$ cat config.mk
export PLATFORM = sky130hd
export DESIGN_NAME = cmd_pkt_front
export DESIGN_NICKNAME = d
export VERILOG_FILES = /design/src/rtl/cpf_pkg.sv /design/src/rtl/cpf_regs.sv /design/src/rtl/cpf_pktbuf.sv /design/src/rtl/cpf_devvalid.sv /design/src/rtl/cmd_pkt_front.sv
export SDC_FILE = /design/constraint.sdc
export NUM_CORES = 1
export LEC_CHECK = 0
export BUFFER_PORTS_ARGS = -buffer_cell sky130_fd_sc_hd__buf_4
export CORE_ASPECT_RATIO = 0.75
export CORE_MARGIN = 5
export CORE_UTILIZATION = 45
export CTS_BUF_LIST = sky130_fd_sc_hd__clkbuf_8
export CTS_CLUSTER_SIZE = 8
export DETAILED_ROUTE_END_ITERATION = 12
export GPL_TIMING_DRIVEN = 1
export PLACE_DENSITY = 0.6
export REMOVE_ABC_BUFFERS = 1
export SLEW_MARGIN = 20
export SYNTH_ARGS = -nofsm -noshare
export SYNTH_HDL_FRONTEND = slang
export SYNTH_SLANG_ARGS = --single-unit
$ cat constraint.sdc
create_clock -name clk_i -period 2.1 [get_ports clk_i]
set_input_delay 0.105 -clock clk_i [delete_from_list [all_inputs] [get_ports clk_i]]
set_output_delay 0.105 -clock clk_i [all_outputs]
set_load 0.01 [all_outputs]
$ cat src/rtl/cpf_pkg.sv
package cpf_pkg;
  localparam int DW = 16;
  localparam int EW = DW + 1;
  localparam logic [2:0] A_DEST = 3'd0;
  localparam logic [2:0] A_FUNC = 3'd1;
  localparam logic [2:0] A_PTR  = 3'd2;
  localparam logic [2:0] A_DATA = 3'd3;
  localparam logic [2:0] A_EXEC = 3'd4;
  localparam logic [7:0] ST_OVF  = 8'hE1;
  localparam logic [7:0] ST_BUSY = 8'hE2;
  typedef enum logic [1:0] {S_IDLE, S_DST, S_FN, S_BODY} drain_e;
endpackage

$ cat src/rtl/cpf_regs.sv
module cpf_regs
  import cpf_pkg::*;
(
  input  logic          clk_i,
  input  logic          rst_ni,
  input  logic          dest_we_i,
  input  logic          func_we_i,
  input  logic          ptr_we_i,
  input  logic [DW-1:0] wdata_i,
  input  logic          stat_ld_i,
  input  logic [7:0]    stat_val_i,
  output logic [DW-1:0] dest_o,
  output logic [DW-1:0] func_o,
  output logic [DW-1:0] ptr_o,
  output logic [7:0]    stat_o
);
  always_ff @(posedge clk_i or negedge rst_ni) begin
    if (!rst_ni) begin
      dest_o <= '0;
      func_o <= '0;
      ptr_o  <= '0;
      stat_o <= '0;
    end else begin
      if (dest_we_i) dest_o <= wdata_i;
      if (func_we_i) func_o <= wdata_i;
      if (ptr_we_i)  ptr_o  <= wdata_i;
      if (stat_ld_i) stat_o <= stat_val_i;
    end
  end


  dest_hold_chk: assert property (@(posedge clk_i) disable iff (!rst_ni)
    !dest_we_i |=> $stable(dest_o));

  func_hold_chk: assert property (@(posedge clk_i) disable iff (!rst_ni)
    !func_we_i |=> $stable(func_o));

  ptr_hold_chk: assert property (@(posedge clk_i) disable iff (!rst_ni)
    !ptr_we_i |=> $stable(ptr_o));
endmodule

$ cat src/rtl/cpf_pktbuf.sv
module cpf_pktbuf
  import cpf_pkg::*;
#(
  parameter int DEPTH = 8
) (
  input  logic          clk_i,
  input  logic          rst_ni,
  input  logic          push_i,
  input  logic [EW-1:0] push_data_i,
  input  logic          start_i,
  input  logic [DW-1:0] dest_i,
  input  logic [DW-1:0] func_i,
  output logic          busy_o,
  output logic          full_o,
  output logic          valid_o,
  input  logic          ready_i,
  output logic [EW-1:0] data_o,
  output logic          last_o
);
  localparam int IW = (DEPTH > 1) ? $clog2(DEPTH) : 1;
  localparam int CW = $clog2(DEPTH + 1);

  logic [EW-1:0] mem_q [DEPTH];
  logic [CW-1:0] cnt_q;
  logic [IW-1:0] rd_q;
  logic [DW-1:0] hdst_q, hfn_q;
  drain_e        st_q;
  logic          fire;

  assign busy_o  = (st_q != S_IDLE);
  assign full_o  = (cnt_q == CW'(DEPTH));
  assign valid_o = busy_o;
  assign fire    = valid_o && ready_i;

  always_comb begin
    data_o = '0;
    last_o = 1'b0;
    case (st_q)
      S_DST:  data_o = {1'b0, hdst_q};
      S_FN: begin
        data_o = {1'b0, hfn_q};
        last_o = (cnt_q == '0);
      end
      S_BODY: begin
        data_o = mem_q[rd_q];
        last_o = ((CW'(rd_q) + CW'(1)) == cnt_q);
      end
      default: ;
    endcase
  end

  for (genvar g = 0; g < DEPTH; g++) begin : g_mem
    always_ff @(posedge clk_i or negedge rst_ni) begin
      if (!rst_ni) mem_q[g] <= '0;
      else if (push_i && !busy_o && cnt_q == CW'(g)) mem_q[g] <= push_data_i;
    end
  end

  always_ff @(posedge clk_i or negedge rst_ni) begin
    if (!rst_ni) begin
      st_q   <= S_IDLE;
      cnt_q  <= '0;
      rd_q   <= '0;
      hdst_q <= '0;
      hfn_q  <= '0;
    end else begin
      case (st_q)
        S_IDLE: begin
          if (push_i && !full_o) cnt_q <= cnt_q + CW'(1);
          if (start_i) begin
            st_q   <= S_DST;
            hdst_q <= dest_i;
            hfn_q  <= func_i;
          end
        end
        S_DST: if (fire) st_q <= S_FN;
        S_FN: if (fire) begin
          rd_q <= '0;
          st_q <= (cnt_q == '0) ? S_IDLE : S_BODY;
        end
        S_BODY: if (fire) begin
          if (last_o) begin
            st_q  <= S_IDLE;
            cnt_q <= '0;
            rd_q  <= '0;
          end else begin
            rd_q <= rd_q + IW'(1);
          end
        end
        default: st_q <= S_IDLE;
      endcase
    end
  end


  stream_hold_chk: assert property (@(posedge clk_i) disable iff (!rst_ni)
    (valid_o && !ready_i) |=> (valid_o && $stable(data_o) && $stable(last_o)));

  cnt_bound_chk: assert property (@(posedge clk_i) disable iff (!rst_ni)
    cnt_q <= CW'(DEPTH));

  no_push_busy_chk: assert property (@(posedge clk_i) disable iff (!rst_ni)
    busy_o |-> !push_i);

  empty_after_chk: assert property (@(posedge clk_i) disable iff (!rst_ni)
    (fire && last_o) |=> (cnt_q == '0));
endmodule

$ cat src/rtl/cpf_devvalid.sv
module cpf_devvalid #(
  parameter int NDEV = 16,
  localparam int XW = (NDEV > 1) ? $clog2(NDEV) : 1
) (
  input  logic            clk_i,
  input  logic            rst_ni,
  input  logic            clr_i,
  input  logic [XW-1:0]   clr_idx_i,
  input  logic            set_i,
  input  logic [XW-1:0]   set_idx_i,
  output logic [NDEV-1:0] valid_o
);
  for (genvar g = 0; g < NDEV; g++) begin : g_bit
    always_ff @(posedge clk_i or negedge rst_ni) begin
      if (!rst_ni) valid_o[g] <= 1'b0;
      else if (clr_i && clr_idx_i == XW'(g)) valid_o[g] <= 1'b0;
      else if (set_i && set_idx_i == XW'(g)) valid_o[g] <= 1'b1;
    end
  end


  clr_wins_chk: assert property (@(posedge clk_i) disable iff (!rst_ni)
    clr_i |=> !valid_o[$past(clr_idx_i)]);

  set_takes_chk: assert property (@(posedge clk_i) disable iff (!rst_ni)
    (set_i && !(clr_i && clr_idx_i == set_idx_i)) |=> valid_o[$past(set_idx_i)]);
endmodule

$ cat src/rtl/cmd_pkt_front.sv
module cmd_pkt_front
  import cpf_pkg::*;
#(
  parameter int DEPTH = 8,
  parameter int NDEV  = 16,
  localparam int XW   = (NDEV > 1) ? $clog2(NDEV) : 1
) (
  input  logic            clk_i,
  input  logic            rst_ni,
  input  logic            cyc_i,
  input  logic            wr_i,
  input  logic [2:0]      addr_i,
  input  logic [15:0]     wdata_i,
  output logic [24:0]     rdata_o,
  input  logic [7:0]      ext_status_i,
  output logic            pkt_valid_o,
  input  logic            pkt_ready_i,
  output logic [16:0]     pkt_data_o,
  output logic            pkt_last_o,
  input  logic            upd_valid_i,
  input  logic [XW-1:0]   upd_dev_i,
  output logic [NDEV-1:0] dev_valid_o
);
  logic [DW-1:0] dest_q, func_q, ptr_q;
  logic [7:0]    stat_q, stat_val;
  logic          busy, full;
  logic          wr_acc, rd_acc, buf_wr, wr_busy_drop, full_drop;
  logic          exec_go, exec_drop, stat_ld, push;

  assign wr_acc       = cyc_i && wr_i;
  assign rd_acc       = cyc_i && !wr_i;
  assign buf_wr       = wr_acc && (addr_i == A_DATA || addr_i == A_PTR);
  assign wr_busy_drop = wr_acc && busy;
  assign full_drop    = buf_wr && !busy && full;
  assign push         = buf_wr && !busy && !full;
  assign exec_go      = rd_acc && addr_i == A_EXEC && !busy;
  assign exec_drop    = rd_acc && addr_i == A_EXEC && busy;
  assign stat_ld      = exec_go || exec_drop || wr_busy_drop || full_drop;
  assign stat_val     = exec_go ? ext_status_i : (full_drop ? ST_OVF : ST_BUSY);

  cpf_regs u_regs (
    .clk_i      (clk_i),
    .rst_ni     (rst_ni),
    .dest_we_i  (wr_acc && !busy && addr_i == A_DEST),
    .func_we_i  (wr_acc && !busy && addr_i == A_FUNC),
    .ptr_we_i   (push && addr_i == A_PTR),
    .wdata_i    (wdata_i),
    .stat_ld_i  (stat_ld),
    .stat_val_i (stat_val),
    .dest_o     (dest_q),
    .func_o     (func_q),
    .ptr_o      (ptr_q),
    .stat_o     (stat_q)
  );

  cpf_pktbuf #(.DEPTH(DEPTH)) u_buf (
    .clk_i       (clk_i),
    .rst_ni      (rst_ni),
    .push_i      (push),
    .push_data_i ({addr_i == A_PTR, wdata_i}),
    .start_i     (exec_go),
    .dest_i      (dest_q),
    .func_i      (func_q),
    .busy_o      (busy),
    .full_o      (full),
    .valid_o     (pkt_valid_o),
    .ready_i     (pkt_ready_i),
    .data_o      (pkt_data_o),
    .last_o      (pkt_last_o)
  );

  cpf_devvalid #(.NDEV(NDEV)) u_valid (
    .clk_i     (clk_i),
    .rst_ni    (rst_ni),
    .clr_i     (exec_go),
    .clr_idx_i (dest_q[8 +: XW]),
    .set_i     (upd_valid_i),
    .set_idx_i (upd_dev_i),
    .valid_o   (dev_valid_o)
  );

  logic [DW-1:0] sel;
  always_comb begin
    case (addr_i)
      A_DEST:  sel = dest_q;
      A_FUNC:  sel = func_q;
      A_PTR:   sel = ptr_q;
      default: sel = '0;
    endcase
  end
  assign rdata_o = {stat_q, 1'b0, sel};


  ovf_code_chk: assert property (@(posedge clk_i) disable iff (!rst_ni)
    full_drop |=> (rdata_o[24:17] == ST_OVF));

  busy_code_chk: assert property (@(posedge clk_i) disable iff (!rst_ni)
    (exec_drop || wr_busy_drop) |=> (rdata_o[24:17] == ST_BUSY));

  exec_start_chk: assert property (@(posedge clk_i) disable iff (!rst_ni)
    exec_go |=> (pkt_valid_o && pkt_data_o == {1'b0, $past(dest_q)}));
endmodule

==> out/results.ini <==
[status]
outcome = complete, but fails checks
violations = negative setup slack

[critical_path]
timing.critical_path.slowest_cell_delay_ns = 0.51
timing.setup.critical_path_class = reg2out
timing.critical_path.from_type = flop
worstSetupEndpointType = output port
path_cells = buf_4 > buf_12 > mux4_2 > mux2i_2 > a21oi_1 > a21o_1 > buf_6
worst-path-max-fanout = 6
setup_slack_of_the_worst_register_to_register_path_ns = -0.07
crit_arrival_ns = 2.39
cp_data_required_time_ns = 2.00
worst_path_slowest_cell = sky130_fd_sc_hd__mux4_2

[clocking]
clockBufferDepth = 3
number_of_buffers_inserted_during_clock_tree_synthesis = 41
tritoncts_num_sinks = 249
h-tree-depth = 2
cts.root.buffer_cell = sky130_fd_sc_hd__clkbuf_8
clock_tree_from_tritoncts = done
clock_pin_slew_of_the_registers_on_the_worst_case_setup_and_hold_paths_ns = 0.06
insertion_delay_ns = 0.55

[timing]
slew-limit-headroom = 0.5597
worst_pin_slew_ns = 0.6605
layout_min_cycle_time_ns = 2.499
final-hold-violation-count = 0
finalSetupViolations = 25
setup_repair_after_global_routing_missed_its_margin = true
timing.setup.tns_ns = -6.171
hold_slack_ns = 0.05763
max_freq_mhz = 400.1
fin_skew_ns = 0.02183
finalMaxSlewViolations = 0
period_share = 1.190
setup_ws_ns = -0.3993

[die]
num_rows = 50
io_count = 97
die_w_um = 195.4
die_h_um = 149.0
design.die.area_um2 = 29120
core_region_area_um2 = 25150
initial_core_util = 0.4611

[synthesis]
syn-cell-area_um2 = 11600
postSynthCellCount = 915
synth.ff_latch_count = 249
yosys_warn_count = 0
postSynthAreaPerCell_um2 = 12.67
seq_area_frac_synth = 0.5373
yosysUniqueCellTypes = 53
yosys_most_used_dff = sky130_fd_sc_hd__dfrtp_1
asyncSetResetFlopFracSynth = 1.000
edff_count_synth = 0

[grt]
grtUsageMet2 = 0.3217
wire_length_of_the_first_global_routing_pass_um = 48860
grt-busiest-layer = met1
first_global_vias = 8041
groute.usage.overall = 0.2161
largest_net_degree_at_the_start_of_global_routing = 76
grt_util_met3 = 0.04335
grt.met1_usage = 0.3280
number_of_antenna_violations_at_the_first_check_in_global_routing = 0
grt_residual_overflow = 0

[cells_and_area]
fraction_of_final_layout_cells_sized_beyond_drive_strength_1 = 0.4105
num-nets-final = 1114
insertedDiodeCount = 0
ff_latch_area_um2 = 6233
final_common_cell = sky130_fd_sc_hd__dfrtp_1
nFillCells = 2160
multiInputGateArea_um2 = 5051
finish.cell_count_without_fillers = 1439
area_growth_pct = 23.48
commonest_non_fill_non_tap_cells_in_the_layout = 247 x sky130_fd_sc_hd__dfrtp_1, 170 x sky130_fd_sc_hd__mux2_2, 115 x sky130_fd_sc_hd__nand2_1, 115 x sky130_fd_sc_hd__buf_4, 61 x sky130_fd_sc_hd__a21oi_1

[routing]
drt_drc_violations_left = 0
route.antenna.remaining_nets = 0
dr_total_vias = 7878
drt-wirelength-per-cell_um = 21.71
avgViaCountPerCell = 5.475
wirelength_um = 31240
drt-pass1-iter-count = 5
detail_route.iter0.violations = 399

[place]
hpwl_um = 19740
routabilityCongestion = 0.8278
placement.io_buffers = 95
dp_slack_ns = 0.1442
placed_cells_incl_taps = 1327

[min_path]
holdCritPathClass = in2reg

[power_and_ir_drop]
power_density_nw_per_um2 = 1148
total_leakage_power_nw = 7.003
max-vdd-ir-drop_v = 0.0006558

[run]
max_cap_viol_count = 0

-- cells by family (layout without fill, tap and decap cells) --
logic type | count (synthesis) | after routing | synth area share
flip-flops | 249 | 249 | 0.5373
multiplexers | 245 | 245 | 0.2699
AND/OR/NAND/NOR | 213 | 213 | 0.08987
AO/OA/AOI/OAI | 123 | 123 | 0.06160
buffers and inverters | 75 | 261 | 0.03258
adder cells (fa/ha/maj) | 5 | 5 | 0.005394
XOR/XNOR | 4 | 4 | 0.003021
other | 1 | 1 | 0.0003233
-- critical path, delay by kind of cell, from the launching register on --
family                 cells  cell delay, ns
flip-flops                 1            0.47
AO/OA/AOI/OAI              2            0.26
multiplexers               2            0.70
buffers and inverters      3            0.40
-- layout make-up --
cell class / count / share of cell area
tap: 338 / 0.02953
clock inverter: 20 / 0.005592
inverter: 4 / 0.001048
sequential: 249 / 0.4353
multi-input combinational: 591 / 0.3527
timing repair buffer: 185 / 0.1258
clock buffer: 52 / 0.04998
-- timing repair --
item / 4_1_cts / 5_1_grt
hold endpoints to repair: 339 / 0
hold buffers: 30 / 0
pin swaps: 1 / 4
setup endpoints to repair: 18 / 22
gates resized for setup: 26 / 11
cloned: 1 / 1
setup buffers: 4 / 4
-- path summary, 6_finish.rpt --
check | start | endpoint | cells after the start
setup / recovery | u_buf.rd_q[1]$_DFFE_PN0P_ | pkt_data_o[8] | 7
hold / removal | addr_i[1] | u_buf.cnt_q[1]$_DFFE_PN0P_ | 5
setup reg to reg | u_buf.rd_q[1]$_DFFE_PN0P_ | u_buf.st_q[0]$_DFFE_PN0P_ | 11
hold reg to reg | u_buf.hdst_q[7]$_DFFE_PN0P_ | u_buf.hdst_q[7]$_DFFE_PN0P_ | 2
max in group asynchronous | rst_ni | u_regs.dest_o[10]$_DFFE_PN0P_ | 3
min in group asynchronous | rst_ni | u_buf.mem_q[104]$_DFFE_PN0P_ | 2
-- routing by layer --
layer	vias to the layer above	routed length (µm)
li1	3574	-
met1	4036	15010
met5	-	0
met2	223	13940
met3	45	1830
met4	0	468
-- where the power goes --
part           internal [mW]  leakage, nW  switching [mW]
logic                   2.93         3.25            2.55
clock network           2.21        0.474            1.92
registers               6.00         3.28           0.817
total                   11.1         7.00            5.29
-- state kept, by name, indices dropped and copies added (netlist names), 4 cells and up --
signal	flops
u_regs.func_o	16
u_buf.hfn_q	16
u_buf.hdst_q	16
u_valid.valid_o	16
u_buf.mem_q	136
u_regs.stat_o	8
u_regs.ptr_o	16
u_buf.cnt_q	4
u_regs.dest_o	16
-- cells in the mapped netlist, drive strengths merged (3+ instances only) --
library cell  number  area [µm²]
a31oi              7       43.79
dfrtp            249        6231
mux2             178        2034
nand2            117       439.2
buf               36       231.5
a21o              16       120.1
inv                4       15.01
a22o               4       35.03
o211ai             3       22.52
ha                 5       62.56
nor2              49       193.9
mux4              34       765.7
nor3               5       41.29
a21oi             61       305.3
o21ai             25       125.1
mux2i             33       330.3
and3               5       31.28
nand3             10       112.6
clkbuf            35       131.4
nor2b              9       56.30
o22a               3       26.28
-- stage by stage --
stage / instance area [µm²] / total power, mW / utilization
floorplan: 11230 / 9.688 / -
global route: 14320 / 17.40 / 0.5694
CTS: 14230 / 16.37 / 0.5659
detailed placement: 12980 / 11.82 / 0.5160
global placement: 12980 / 11.74 / 0.5160
finish: 14320 / 16.43 / 0.5694
Power figures use the tool's default switching activity.
